File: src/rtl/wdt_prescaled.sv
module wdt_prescaled #(
  parameter int OSC_DIV = 12,
  parameter int TMR_W   = 14
) (
  input  logic       clk,
  input  logic       rst_n,
  input  logic       wr_en,
  input  logic [7:0] wr_data,
  input  logic       idle,
  input  logic       instr_stb,
  output logic [7:0] ctrl_rd,
  output logic       wdt_rst,
  output logic       timeout
);
  localparam int DIV_W = (OSC_DIV > 1) ? $clog2(OSC_DIV) : 1;
  localparam int PRE_W = 8;

  logic             en_q, idle_run_q, clr_pend_q, flag_q, pulse_q;
  logic [2:0]       sel_q, sel_act_q, sel_eff;
  logic [DIV_W-1:0] div_q;
  logic [PRE_W-1:0] pre_q, pre_top;
  logic [TMR_W-1:0] tmr_q;
  logic             active, mtick, pwrap, ovf, do_clr;

  function automatic int sel_shift(input logic [2:0] s);
    case (s)
      3'b001:  return 3;
      3'b010:  return 2;
      default: return int'(s) + 1;
    endcase
  endfunction

  assign sel_eff = (pre_q == '0) ? sel_q : sel_act_q;
  assign pre_top = PRE_W'((1 << sel_shift(sel_eff)) - 1);
  assign active  = en_q & (~idle | idle_run_q);
  assign mtick   = active & (div_q == DIV_W'(OSC_DIV - 1));
  assign pwrap   = mtick & (pre_q == pre_top);
  assign ovf     = pwrap & (&tmr_q);
  assign do_clr  = clr_pend_q & instr_stb;

  assign ctrl_rd = {en_q, clr_pend_q, idle_run_q, 1'b0, flag_q, sel_q};
  assign wdt_rst = pulse_q;
  assign timeout = flag_q;

  always_ff @(posedge clk or negedge rst_n) begin
    if (!rst_n) begin
      en_q <= 1'b0; idle_run_q <= 1'b0; clr_pend_q <= 1'b0; flag_q <= 1'b0;
      pulse_q <= 1'b0; sel_q <= '0; sel_act_q <= '0;
      div_q <= '0; pre_q <= '0; tmr_q <= '0;
    end else begin
      pulse_q <= ovf;
      if (ovf) begin
        en_q <= 1'b0; idle_run_q <= 1'b0; clr_pend_q <= 1'b0; flag_q <= 1'b1;
        sel_q <= '0; sel_act_q <= '0;
        div_q <= '0; pre_q <= '0; tmr_q <= '0;
      end else begin
        sel_act_q <= sel_eff;
        if (wr_en) begin
          en_q       <= wr_data[7];
          idle_run_q <= wr_data[5];
          sel_q      <= wr_data[2:0];
          if (!wr_data[3]) flag_q <= 1'b0;
        end
        if (wr_en && wr_data[6]) clr_pend_q <= 1'b1;
        else if (do_clr)         clr_pend_q <= 1'b0;
        if (!en_q || do_clr) begin
          div_q <= '0; pre_q <= '0; tmr_q <= '0;
        end else if (mtick) begin
          div_q <= '0;
          if (pwrap) begin
            pre_q <= '0;
            tmr_q <= tmr_q + 1'b1;
          end else begin
            pre_q <= pre_q + 1'b1;
          end
        end else if (active) begin
          div_q <= div_q + 1'b1;
        end
      end
    end
  end
endmodule


File: config.mk
export PLATFORM = sky130hd
export DESIGN_NAME = wdt_prescaled
export DESIGN_NICKNAME = d
export VERILOG_FILES = /design/src/rtl/wdt_prescaled.sv
export SDC_FILE = /design/constraint.sdc
export NUM_CORES = 1
export LEC_CHECK = 0
export BUFFER_PORTS_ARGS = -buffer_cell sky130_fd_sc_hd__buf_2
export CAP_MARGIN = 0
export CORE_ASPECT_RATIO = 1.2
export CORE_MARGIN = 2
export CORE_UTILIZATION = 64
export CTS_BUF_LIST = sky130_fd_sc_hd__clkbuf_16
export CTS_CLUSTER_SIZE = 10
export DETAILED_ROUTE_END_ITERATION = 16
export GPL_TIMING_DRIVEN = 1
export HOLD_SLACK_MARGIN = 0.12
export PLACE_DENSITY = 0.9
export SLEW_MARGIN = 20
export SYNTH_ARGS = -nofsm -noshare
export SYNTH_HDL_FRONTEND = slang
export SYNTH_SLANG_ARGS = --single-unit
File: constraint.sdc
create_clock -name clk -period 14.4 [get_ports clk]
set_clock_uncertainty 0.2 [all_clocks]
set_input_delay 2.16 -clock clk [delete_from_list [all_inputs] [get_ports clk]]
set_output_delay 2.16 -clock clk [all_outputs]
set_load 0.005 [all_outputs]
### Word level (Yosys, flattened, before mapping)

Index checks and enable logic that the tools add are counted.

* reductions and logical operators: 12
* shift-type cells: 1
* equal/unequal tests: 5
* bitwise gates (word level): 7
* mux-type cells: 27
* $add $sub $neg: 5

Operators with widths (number)
* 2-to-1 mux 14 bit: 4
* 2-to-1 mux 8 bit: 4
* 2-to-1 mux 4 bit: 4
* adder 14 x 1 -> 14 bit, second input constant: 1
* AND reduction 14 bit: 1
* 2-to-1 mux 3 bit: 4
* 2-to-1 mux 1 bit: 10
* nonzero test 3 bit: 3
* adder 8 x 1 -> 8 bit, second input constant: 1
* equality test 8 bit: 1
* zero test 8 bit: 1
* case mux 4 bit (2 select lines): 1
* << shifter 1 x 4 -> 8 bit, first input constant: 1
* subtractor 8 x 2 -> 8 bit, second input constant: 1
* bitwise AND 1 bit: 5
* adder 3 x 1 -> 4 bit, second input constant: 1
* adder 4 x 1 -> 4 bit, second input constant: 1
* equality test 4 bit, second input constant: 1
* AND reduction 2 bit: 2
* nonzero test 4 bit: 1
* equality test 3 x 1 -> 1 bit, second input constant: 1
* equality test 3 x 2 -> 1 bit, second input constant: 1
* != test 2 x 1 -> 1 bit, second input constant: 1
* nonzero test 2 bit: 1
* 5 further kinds: 5

* bits of input ports: 13
* output and inout bits: 10
* register bits after elaboration: 37
* word-level logic and storage cells: 67

### Longest topological paths before layout

Gate-level depths: netlist (run 1).

* depth after elaboration: 12
* depth in mapped cells: 20
* depth with buffers taken out: 18

### Least setup slack after synthesis (run 1)

Ideal clock, no wire load.

* path type: reg-to-reg
* start: register pre_q[0]
* end: register sel_act_q[0]
* stages on the path, launching flop included: 20
* period minus slack after synthesis: 5031 ps
* required time: 14069 ps
* data arrival time: 4700 ps
* setup time: 131 ps
* buffers on the path: 1
* setup slack: 9369 ps
* path through: dfrtp_1 -> inv_1 -> ha_1 -> or3b_1 -> nor2_1 -> mux2i_1 -> inv_1 -> ha_1 -> nor3b_1 -> a2bb2oi_1 -> mux2i_1 -> nand2_1 -> ha_1 -> xor2_1 -> nand2_1 -> a211o_1 -> or4_1 -> a2111oi_2 -> buf_2 -> nor2_1

* longest elaborated chain between the ends: 10
* elaborated cells on any way between the ends: 12
* classes of those cells: 2 x add/sub; 3 x eq/ne; 1 x shift; 3 x mux; 2 x bitwise; 1 x reduce/logical

RTL lines
* start: declaration: line 21 `logic [PRE_W-1:0] pre_q, pre_top;`
* start signal: assignment: line 74 `pre_q <= pre_q + 1'b1;`
* zero test 8 bit: line 33 `assign sel_eff = (pre_q == '0) ? sel_q : sel_act_q;`
* 2-to-1 mux 3 bit: line 33
* adder 3 x 1 -> 4 bit (tied with other cells): line 29 `default: return int'(s) + 1;`
* case mux 4 bit (2 select lines): line 26 `case (s)`
* << shifter 1 x 4 -> 8 bit: line 34 `assign pre_top = PRE_W'((1 << sel_shift(sel_eff)) - 1);`
* subtractor 8 x 2 -> 8 bit: line 34
* equality test 8 bit (*): line 37 `assign pwrap = mtick & (pre_q == pre_top);`
* bitwise AND 1 bit (*): line 37
* bitwise AND 1 bit (*): line 38 `assign ovf = pwrap & (&tmr_q);`
* via ovf: line 23 `logic active, mtick, pwrap, ovf, do_clr;`
* 2-to-1 mux 3 bit (*): line 52 `if (ovf) begin`
* end signal: assignment: line 57 `sel_act_q <= sel_eff;`
* end: declaration: line 19 `logic [2:0] sel_q, sel_act_q, sel_eff;`

The timed path passes the listed nets; every way through them passes the cells marked *.
A chain may end at the register's enable or synchronous reset.

### Worst setup path after layout (run 1)

* start: register pre_q[0]
* end: register div_q[1]

* longest elaborated chain between the ends: 10
* elaborated cells on any way between the ends: 13
* classes of those cells: 2 x add/sub; 3 x eq/ne; 1 x shift; 3 x mux; 2 x bitwise; 2 x reduce/logical

RTL lines
* zero test 8 bit: line 33
* 2-to-1 mux 3 bit: line 33
* adder 3 x 1 -> 4 bit (tied with other cells): line 29
* case mux 4 bit (2 select lines): line 26
* << shifter 1 x 4 -> 8 bit: line 34
* subtractor 8 x 2 -> 8 bit: line 34
* equality test 8 bit (*): line 37
* bitwise AND 1 bit (*): line 37
* bitwise AND 1 bit (*): line 38
* nonzero test 4 bit (no line) / 2-to-1 mux 4 bit (equally long branches)
* end signal: assignment: line 77 `div_q <= div_q + 1'b1;`
* end: declaration: line 20 `logic [DIV_W-1:0] div_q;`

Every way passes the cells marked *; elsewhere a longest branch is shown, timed or not.

==> metrics, run 1 <==
outcome=completed; most frequent cells in the layout=37 x dfrtp_1, 33 x nand2_1, 32 x nor2_1; post-route ant nets=0; clk buf depth=2; sum of negative setup slack=0 ns; root buf cell=clkbuf_16; CP arrival=5.74 ns; part of the power in combinational logic=17.6%; post-CTS setup buffer count=0; GR Util All Layers=27.53%; EDFF count, synth=0; Pre-antenna DRT Iters=4; Unique masters post-synth=60; first-pass GRT wire length=10.12 mm; Hold Path Class=reg2reg; syn_nets=328; port buffer count=20; core area=0.003973 mm^2; worst setup path class=reg2reg; Clk network pwr share=43.3%; final net count=338; DR WL/cell=15.57 um; via count=2,304; # diodes=0; Fin. Hold Viols=0; met3 usage in global routing=4.185%; RD Place Congestion=0.8656; Worst Setup Start Kind=register; Final period util=40.23%; crit end category=register; Fmax=172.6 MHz; via density per instance=6.227; number of max-cap violations=0; Flop pwr share=39.1%; #FFs+latches synth=37; fin. max-slew vios=0; # IOs=23; dpl hpwl=3.979 mm; most common cell after layout, fill and taps aside=dfrtp_1; largest net degree at the start of global routing=38; post-route setup slack=8.607 ns; clk_lat worst skew=0.28 ns; CP max FO=12; Synth Instances=305; Die X=62.95 um; grt peak-use layer=met2; Num CTS Buffers=5; pre-CTS setup slack=8.642 ns; Area growth syn-to-layout=9.236%; final non-filler cell total=370; met2 usage=50.47%; Avg Inst Size Synth=8.750 um^2; synthesized cell area=0.002669 mm^2; Main synth FF type=dfrtp_1; Slew @ Worst Pin=0.8152 ns; largest stage delay on the critical path=0.58 ns; Power Density=98.51 mW/mm^2; critical path cell sequence=inv_1, ha_1, or3b_1, nor2_1, mux2i_1, inv_1, ha_1, nor3b_1, a2bb2oi_1, mux2i_1, nand2_1, ha_1, xor2_1, nand2_1, a211o_1, or4_1, a2111oi_2, buf_4, nor3_1; initial antenna violation count=0; H-tree depth=2; Clk pin slew, worst setup/hold paths=0.06 ns; # rows=25; Inst Count DP=362; register area share after synthesis=34.69%; Switching Share=27.35%; worst vdd ir=87.56 uV; Worst Path Required=14.35 ns; synthesis warning total=0; vias in the first global route=2,210; DRC viols=0; Sw Pwr=0.07855 mW; DR iter-0 viols=154; RSZ-0062 raised after global routing=false; crit-path leading delay family=simple AND/OR/NAND/NOR gates; met1 GRT Util=32.52%; Tmin final=5.793 ns; slew margin rel.=45.66%; placed inst area=0.002748 mm^2; leakage power=1.342 nW; CTS Sinks=37; GRT overflow=0; Async SR Flop Fraction=100.0%; Design Area, Final=0.002915 mm^2; most used cell, CP=ha_1; post-CTS sizing=0; Int Pwr=0.2086 mW; Vert. Die Dim=74.74 um; final WL=5.761 mm; CTS tree=yes; Worst Path Buf+Inv=3; Starting Density=67.18%; Total Die Area=0.004705 mm^2; Setup Viol. Count Final=0; cts hold-fix bufs=0; CP max stage cell=nor3b_1; share of post-route cells with drive strength above 1=13.61%
[stage by stage]
step | hold WS (ns) | power (mW) | util (%)
2_1_floorplan | 0.2436 | 0.1519 | -
3_3_place_gp | 0.2643 | 0.1618 | 69.17
3_5_place_dp | 0.2693 | 0.1643 | 69.17
4_1_cts | 0.2767 | 0.2881 | 73.39
5_1_grt | 0.2985 | 0.3000 | 73.39
6_report | 0.2747 | 0.2872 | 73.39
[kinds of logic (layout without fill, tap and decap cells)]
| group | Yosys count | after routing | synth area share [%] |
|---|---|---|---|
| other | 1 | 1 | 0.1405 |
| buffers and inverters | 29 | 40 | 5.298 |
| XOR/XNOR | 10 | 10 | 3.797 |
| multiplexers | 16 | 16 | 6.282 |
| adder cells (fa/ha/maj) | 10 | 10 | 4.688 |
| flip-flops | 37 | 37 | 34.69 |
| AO/OA/AOI/OAI | 59 | 59 | 16.55 |
| AND/OR/NAND/NOR | 143 | 143 | 28.55 |
[power by group through the flow]
stage	Sequential, mW	Combinational (mW)	Clock (mW)
after floorplan	0.112	0.0397	0
after global placement	0.114	0.0480	0
after detailed placement	0.114	0.0502	0
after CTS	0.112	0.0505	0.125
after global routing	0.113	0.0565	0.130
final	0.112	0.0505	0.124
[cell usage after synthesis, drive strengths merged (4+ instances only)]
master | count | area share (%)
xnor2 | 4 | 1.3
nor3 | 10 | 1.9
a21oi | 13 | 2.4
buf | 12 | 2.9
ha | 10 | 4.7
nor2 | 32 | 4.5
nand4 | 6 | 1.4
nand2b | 10 | 2.3
and3 | 8 | 1.9
nand3 | 14 | 2.8
inv | 10 | 1.4
nand2 | 34 | 4.9
o21ai | 5 | 0.94
clkbuf | 7 | 0.98
mux2i | 13 | 4.9
or3 | 4 | 0.94
xor2 | 5 | 1.6
a31oi | 8 | 1.9
dfrtp | 37 | 35
and2 | 4 | 0.94
o211ai | 4 | 1.1
or4 | 5 | 1.7
[flip-flops by register name, summed over array words and instances, names as in the netlist]
name,count
sel_q,3
idle_run_q,1
sel_act_q,3
div_q,4
tmr_q,14
en_q,1
clr_pend_q,1
wdt_rst,1
timeout,1
pre_q,8
[cell type report]
class | count | area (um^2)
Clock buffer | 5 | 125.1
Clock inverter | 3 | 42.54
Fill cell | 295 | 1057
Inverter | 10 | 37.54
Multi-Input combinational cell | 239 | 1602
Sequential cell | 37 | 925.9
Tap cell | 54 | 67.56
Timing Repair Buffer | 22 | 115.1
[final timing paths]
| path | start | endpoint | slack [ns] | cells past startpoint |
|---|---|---|---|---|
| max in group asynchronous | rst_n | tmr_q[10] | 11.71 | 1 |
| worst min register to register | div_q[3] | div_q[3] | 0.27 | 1 |
| min in group asynchronous | rst_n | div_q[1] | 1.77 | 1 |
| worst min-delay path | div_q[3] | div_q[3] | 0.27 | 1 |
| worst max-delay path | pre_q[0] | div_q[1] | 8.61 | 19 |
| worst max register to register | pre_q[0] | div_q[1] | 8.61 | 19 |
[layer usage]
metal / vias up / wire length, um
met4: 0 / 147
met3: 14 / 165
met5: - / 0
li1: 1122 / -
met1: 1130 / 2378
met2: 38 / 3070
No activity file was read; power rests on OpenSTA's default activity.
==> inputs of run 2 (changes only) <==
CORE_UTILIZATION = 54   (was 64)
PLACE_DENSITY = 0.81   (was 0.9)
clock period = 4.9 ns   (was 14.4 ns; I/O delays follow)
==> run 2 against run 1 <==
Total power increased to 2.8 times the previous value. Combinational power increased to 3.4 times the previous value. Utilization decreased by 8.3 points. Via count increased by 2.5%. Hold slack improved by 0.0088 ns. Worst setup slack got worse by 8.3 ns. Clock power increased to 2.5 times the previous value. Cell area increased by 7.9%. Count of clock-buffer cells in the layout unchanged. Sequential share of layout area decreased by 2.3 points. Critical endpoint unchanged. Largest power group is now registers.
==> metrics, run 2 (synthesis gave the netlist of run 1 again) <==
Clk pin slew, worst setup/hold paths=0.06 ns (about the same); cts hold-fix bufs=0 (unchanged); core area=0.004835 mm^2 (+22%); Flop pwr share=40.8% (+1.7 points); RD Place Congestion=0.7982 (-7.8%); CTS tree=yes; # diodes=0 (unchanged); most used cell, CP=ha_1; CTS Sinks=37 (unchanged); Num CTS Buffers=5 (unchanged); placed inst area=0.002915 mm^2 (+6.1%); CP max stage cell=or4_1; largest stage delay on the critical path=0.57 ns (about the same); vias in the first global route=2,269 (+2.7%); H-tree depth=2 (unchanged); Pwr Total=0.8136 mW (+180%); fill count=387 (+31%); Power Density=258.7 mW/mm^2 (+160%); crit-path leading delay family=simple AND/OR/NAND/NOR gates; CP max FO=6 (-6); Slew @ Worst Pin=0.8295 ns (+0.01439 ns); Clk network pwr share=38.1% (-5.2 points); critical path cell sequence=inv_1, ha_1, or3b_4, nor2_4, mux2i_2, inv_1, ha_1, nor3b_4, a2bb2oi_2, mux2i_1, nand2_1, ha_1, xor2_1, nand2_1, a211o_1, or4_1, a2111oi_4, buf_4, nor3_1; worst setup path class=reg2reg; worst vdd ir=220.0 uV (+150%); Final period util=94.63% (+54 points); clk_lat worst skew=0.28 ns (about the same); # rows=28 (+12%); leakage power=1.449 nW (+7.9%); first-pass GRT wire length=9.735 mm (-3.8%); max reg flops=14 (unchanged); dpl hpwl=4.248 mm (+6.8%); outcome=completed; DR WL/cell=14.90 um (-4.3%); sum of negative setup slack=0 ns (unchanged); DR iter-0 viols=89 (-42%); most common cell after layout, fill and taps aside=dfrtp_1; GRT overflow=0 (unchanged); Tmin final=4.637 ns (-1.157 ns); slew margin rel.=44.70% (-0.96 points); GR Util All Layers=22.89% (-4.6 points); Worst Path Required=4.85 ns (-9.50 ns); Die X=68.18 um (+8.3%); part of the power in combinational logic=21.1% (+3.5 points); Fmax=215.7 MHz (+25%); Starting Density=55.20% (-12 points); number of max-cap violations=0 (unchanged); final net count=360 (+6.5%); Setup Viol. Count Final=0 (unchanged); Hold Path Class=reg2reg; Reg with most FFs=tmr_q; most frequent cells in the layout=37 x dfrtp_1, 33 x nand2_1, 31 x nor2_1; Worst Setup Start Kind=register; # IOs=23 (unchanged); crit end category=register; Sw Pwr=0.2391 mW (+200%); largest net degree at the start of global routing=38 (unchanged); Worst Path Buf+Inv=3 (unchanged); port buffer count=20 (unchanged); post-route ant nets=0 (unchanged); Design Area, Final=0.003144 mm^2 (+7.9%); biggest regs=tmr_q (14), pre_q (8), div_q (4); Fin. Hold Viols=0 (unchanged); initial antenna violation count=0 (unchanged); DRC viols=0 (unchanged); Total Die Area=0.005523 mm^2 (+17%); Int Pwr=0.5744 mW (+180%); via count=2,361 (+2.5%); clk buf depth=2 (unchanged); fin. max-slew vios=0 (unchanged); share of post-route cells with drive strength above 1=21.30% (+7.7 points); CP arrival=4.59 ns (-1.15 ns); root buf cell=clkbuf_16; via density per instance=5.932 (-4.7%); Vert. Die Dim=81.01 um (+8.4%); Pre-antenna DRT Iters=4 (unchanged); Area growth syn-to-layout=17.82%; final WL=5.931 mm (+3.0%); Switching Share=29.39% (+2.0 points)
run 2: worst paths after layout:
path / cells past startpoint / startpoint / slack, ns / end
max: 19 / pre_q[1] / 0.26 / div_q[1]
min: 1 / div_q[3] / 0.28 / div_q[3]
max reg2reg: 19 / pre_q[1] / 0.26 / div_q[1]
min reg2reg: 1 / div_q[3] / 0.28 / div_q[3]
max in group asynchronous: 1 / rst_n / 3.62 / pre_q[6]
min in group asynchronous: 1 / rst_n / 0.35 / wdt_rst
run 2: per-stage QoR:
stage | instances | util [%] | hold slack (ns) | setup WS, ns
4_1_cts | 395 | 63.72 | 0.2896 | 0.008620
2_1_floorplan | 305 | - | 0.2394 | 0.01063
6_report | 398 | 65.04 | 0.2835 | 0.2631
5_1_grt | 398 | 65.04 | 0.3085 | -0.008155
3_5_place_dp | 387 | 60.30 | 0.2774 | -0.1256
3_3_place_gp | 387 | 60.30 | 0.2669 | -0.02205
run 2: cell type report:
class                      instances  area, um^2  area share [%]
clock buffer                       5       125.1           3.979
timing repair buffer              44       292.8           9.312
sequential                        37       925.9           29.45
inverter                          10       37.54           1.194
multi-input combinational        239        1669           53.08
tap                               60       75.07           2.388
clock inverter                     3       18.77          0.5969
run 2: power by group through the flow:
| stage | clock (mW) | combinational, mW | sequential, mW |
|---|---|---|---|
| after floorplan | 0 | 0.117 | 0.330 |
| after global placement | 0 | 0.152 | 0.335 |
| after detailed placement | 0 | 0.158 | 0.336 |
| after CTS | 0.315 | 0.162 | 0.330 |
| after global routing | 0.323 | 0.187 | 0.334 |
| final | 0.310 | 0.172 | 0.332 |
run 2: per-layer routing:
layer	part of all wire, %	global-route usage, %	vias to the layer above
met4	1.2	9.200	0
met2	54	42.23	29
met1	43	26.35	1153
met3	1.3	2.493	5
met5	0	0	-
li1	-	-	1174
run 2: worst register-to-register path: cells and delay by family, from the launching register on:
family | cells | cell delay [ns]
simple gates | 7 | 1.65
mux | 2 | 0.38
xor+xnor | 1 | 0.13
buf+inv | 3 | 0.37
compound gates | 3 | 0.77
flops | 1 | 0.38
fa+ha+maj | 3 | 0.64
run 2: timing repair:
item,in CTS,in global routing
cloned,0,1
endpoints found under the setup margin,13,18
gates resized for setup,4,8
pin swaps,0,2
setup buffers,0,2
==> inputs of run 3 (changes only) <==
CORE_UTILIZATION = 47   (was 54)
PLACE_DENSITY = 0.73   (was 0.81)
==> run 3 against run 2 <==
Sequential power about the same. Maximum frequency up 0.70%. Count of clock-buffer cells in the layout did not move. Utilization decreased by 7.7 points. Cell area increased by 1.3%. Critical endpoint unchanged. Highest routed layer unchanged.
==> metrics, run 3 (synthesis gave the netlist of run 1 again) <==
DRC viols=0 (unchanged); leakage power=1.468 nW (+1.3%); Area growth syn-to-layout=19.36%; outcome=completed; DR iter-0 viols=65 (-27%); max reg flops=14 (unchanged); Num CTS Buffers=5 (unchanged); port buffer count=20 (unchanged); fill count=499 (+29%); via count=2,337 (-1.0%); Final period util=93.97% (-0.66 points); FF+latch area=925.9 um^2 (unchanged); met3 usage in global routing=2.791% (+0.30 points); met2 usage=35.04% (-7.2 points); final net count=363 (+0.83%); number of max-cap violations=0 (unchanged); DR WL/cell=14.36 um (-3.7%); # rows=30 (+7.1%); slew margin rel.=45.82% (+1.1 points); post-route ant nets=0 (unchanged); most frequent cells in the layout=37 x dfrtp_1, 33 x nand2_1, 31 x nor2_1; # IOs=23 (unchanged); worst vdd ir=225.4 uV (+2.5%); final WL=5.814 mm (-2.0%); first-pass GRT wire length=9.763 mm (+0.29%); Slew @ Worst Pin=0.8126 ns (-0.01691 ns); Tmin final=4.605 ns (-0.03220 ns); Clk pin slew, worst setup/hold paths=0.06 ns (about the same); core area=0.005555 mm^2 (+15%); initial antenna violation count=0 (unchanged); Worst Path Required=4.85 ns (about the same); cts hold-fix bufs=0 (unchanged); biggest regs=tmr_q (14), pre_q (8), div_q (4); CP arrival=4.55 ns (-0.04 ns); root buf cell=clkbuf_16; largest net degree at the start of global routing=38 (unchanged); Fin. Hold Viols=0 (unchanged); Die X=72.79 um (+6.8%); crit end category=register; Hold Path Class=reg2reg; Worst Setup Start Kind=register; Vert. Die Dim=86.55 um (+6.8%); worst r2r path cells=19 (unchanged); CP max FO=6 (unchanged); # diodes=0 (unchanged); pre-CTS setup slack=-0.07802 ns (+0.04758 ns); CP Depth=19 (unchanged); RSZ-0062 raised after global routing=false; Pre-antenna DRT Iters=4 (unchanged); most common cell after layout, fill and taps aside=dfrtp_1; Worst Path Buf+Inv=3 (unchanged); area of the multi-input gates=0.001660 mm^2 (-0.52%); fin. max-slew vios=0 (unchanged); grt peak-use layer=met2; vias in the first global route=2,205 (-2.8%); clk buf depth=2 (unchanged); Reg with most FFs=tmr_q; RD Place Congestion=0.8552 (+7.1%); GRT overflow=0 (unchanged); Starting Density=48.04% (-7.2 points); Worst Hold Path Cells=1 (unchanged); via density per instance=5.770 (-2.7%); Power Density=271.1 mW/mm^2 (+4.8%); met1 GRT Util=23.56% (-2.8 points); CP max stage cell=or4_1; critical path cell sequence=inv_1, ha_1, or3b_4, nor2_4, mux2i_2, inv_1, ha_1, nor3b_4, a2bb2oi_2, mux2i_1, nand2_1, ha_1, xor2_1, nand2_1, a211o_1, or4_1, a2111oi_4, buf_4, nor3_1; Setup Viol. Count Final=0 (unchanged); clk_lat worst skew=0.28 ns (about the same); Total Die Area=0.006300 mm^2 (+14%); largest stage delay on the critical path=0.56 ns (about the same); share of post-route cells with drive strength above 1=22.29% (+0.99 points); post-route setup slack=0.2953 ns (+0.03220 ns); CTS tree=yes; H-tree depth=2 (unchanged); dpl hpwl=4.169 mm (-1.8%); GR Util All Layers=19.70% (-3.2 points); Pwr Total=0.8635 mW (+6.1%); crit-path leading delay family=simple AND/OR/NAND/NOR gates; most used cell, CP=ha_1; worst setup path class=reg2reg; CTS Sinks=37 (unchanged); Fmax=217.2 MHz (+0.70%)
## run 3: power by group
group | internal [mW] | leakage (nW) | switching, mW | total [mW]
Sequential | 0.315 | 0.496 | 0.0156 | 0.331
Combinational | 0.0760 | 0.895 | 0.0962 | 0.172
Clock | 0.238 | 0.0775 | 0.122 | 0.360
Total | 0.629 | 1.47 | 0.234 | 0.864
## run 3: timing repair
| action | in CTS | in global routing |
|---|---|---|
| setup buffers | 0 | 2 |
| cloned | 0 | 1 |
| gates resized for setup | 4 | 8 |
| pin swaps | 0 | 2 |
| setup endpoints to repair | 11 | 25 |
## run 3: cell type report
type,count,share of cell area [%]
sequential,37,29.07
clock inverter,3,1.296
clock buffer,5,3.928
timing repair buffer,47,9.898
tap,64,2.514
multi-input combinational,239,52.12
inverter,10,1.178
## run 3: metrics by stage
step | instances | util, % | area (um^2) | setup TNS [ns] | hold slack, ns
3_5_place_dp | 394 | 52.97 | 2943 | -0.4915 | 0.2779
2_1_floorplan | 305 | - | 2676 | 0 | 0.2394
4_1_cts | 402 | 56.35 | 3131 | 0 | 0.2854
5_1_grt | 405 | 57.34 | 3186 | 0 | 0.3029
3_3_place_gp | 394 | 52.97 | 2943 | -0.4167 | 0.2673
6_report | 405 | 57.34 | 3186 | 0 | 0.2862
## run 3: path summary, 6_finish.rpt
check | from | to | slack [ns]
min | div_q[3] | div_q[3] | 0.29
max reg2reg | pre_q[1] | div_q[1] | 0.30
min in group asynchronous | rst_n | timeout | 0.34
min reg2reg | div_q[3] | div_q[3] | 0.29
max in group asynchronous | rst_n | pre_q[6] | 3.64
max | pre_q[1] | div_q[1] | 0.30
## run 3: metal layers
layer	up-vias	routed length, um
met2	28	3034
li1	1174	-
met1	1124	2519
met3	11	121
met5	-	0
met4	0	138
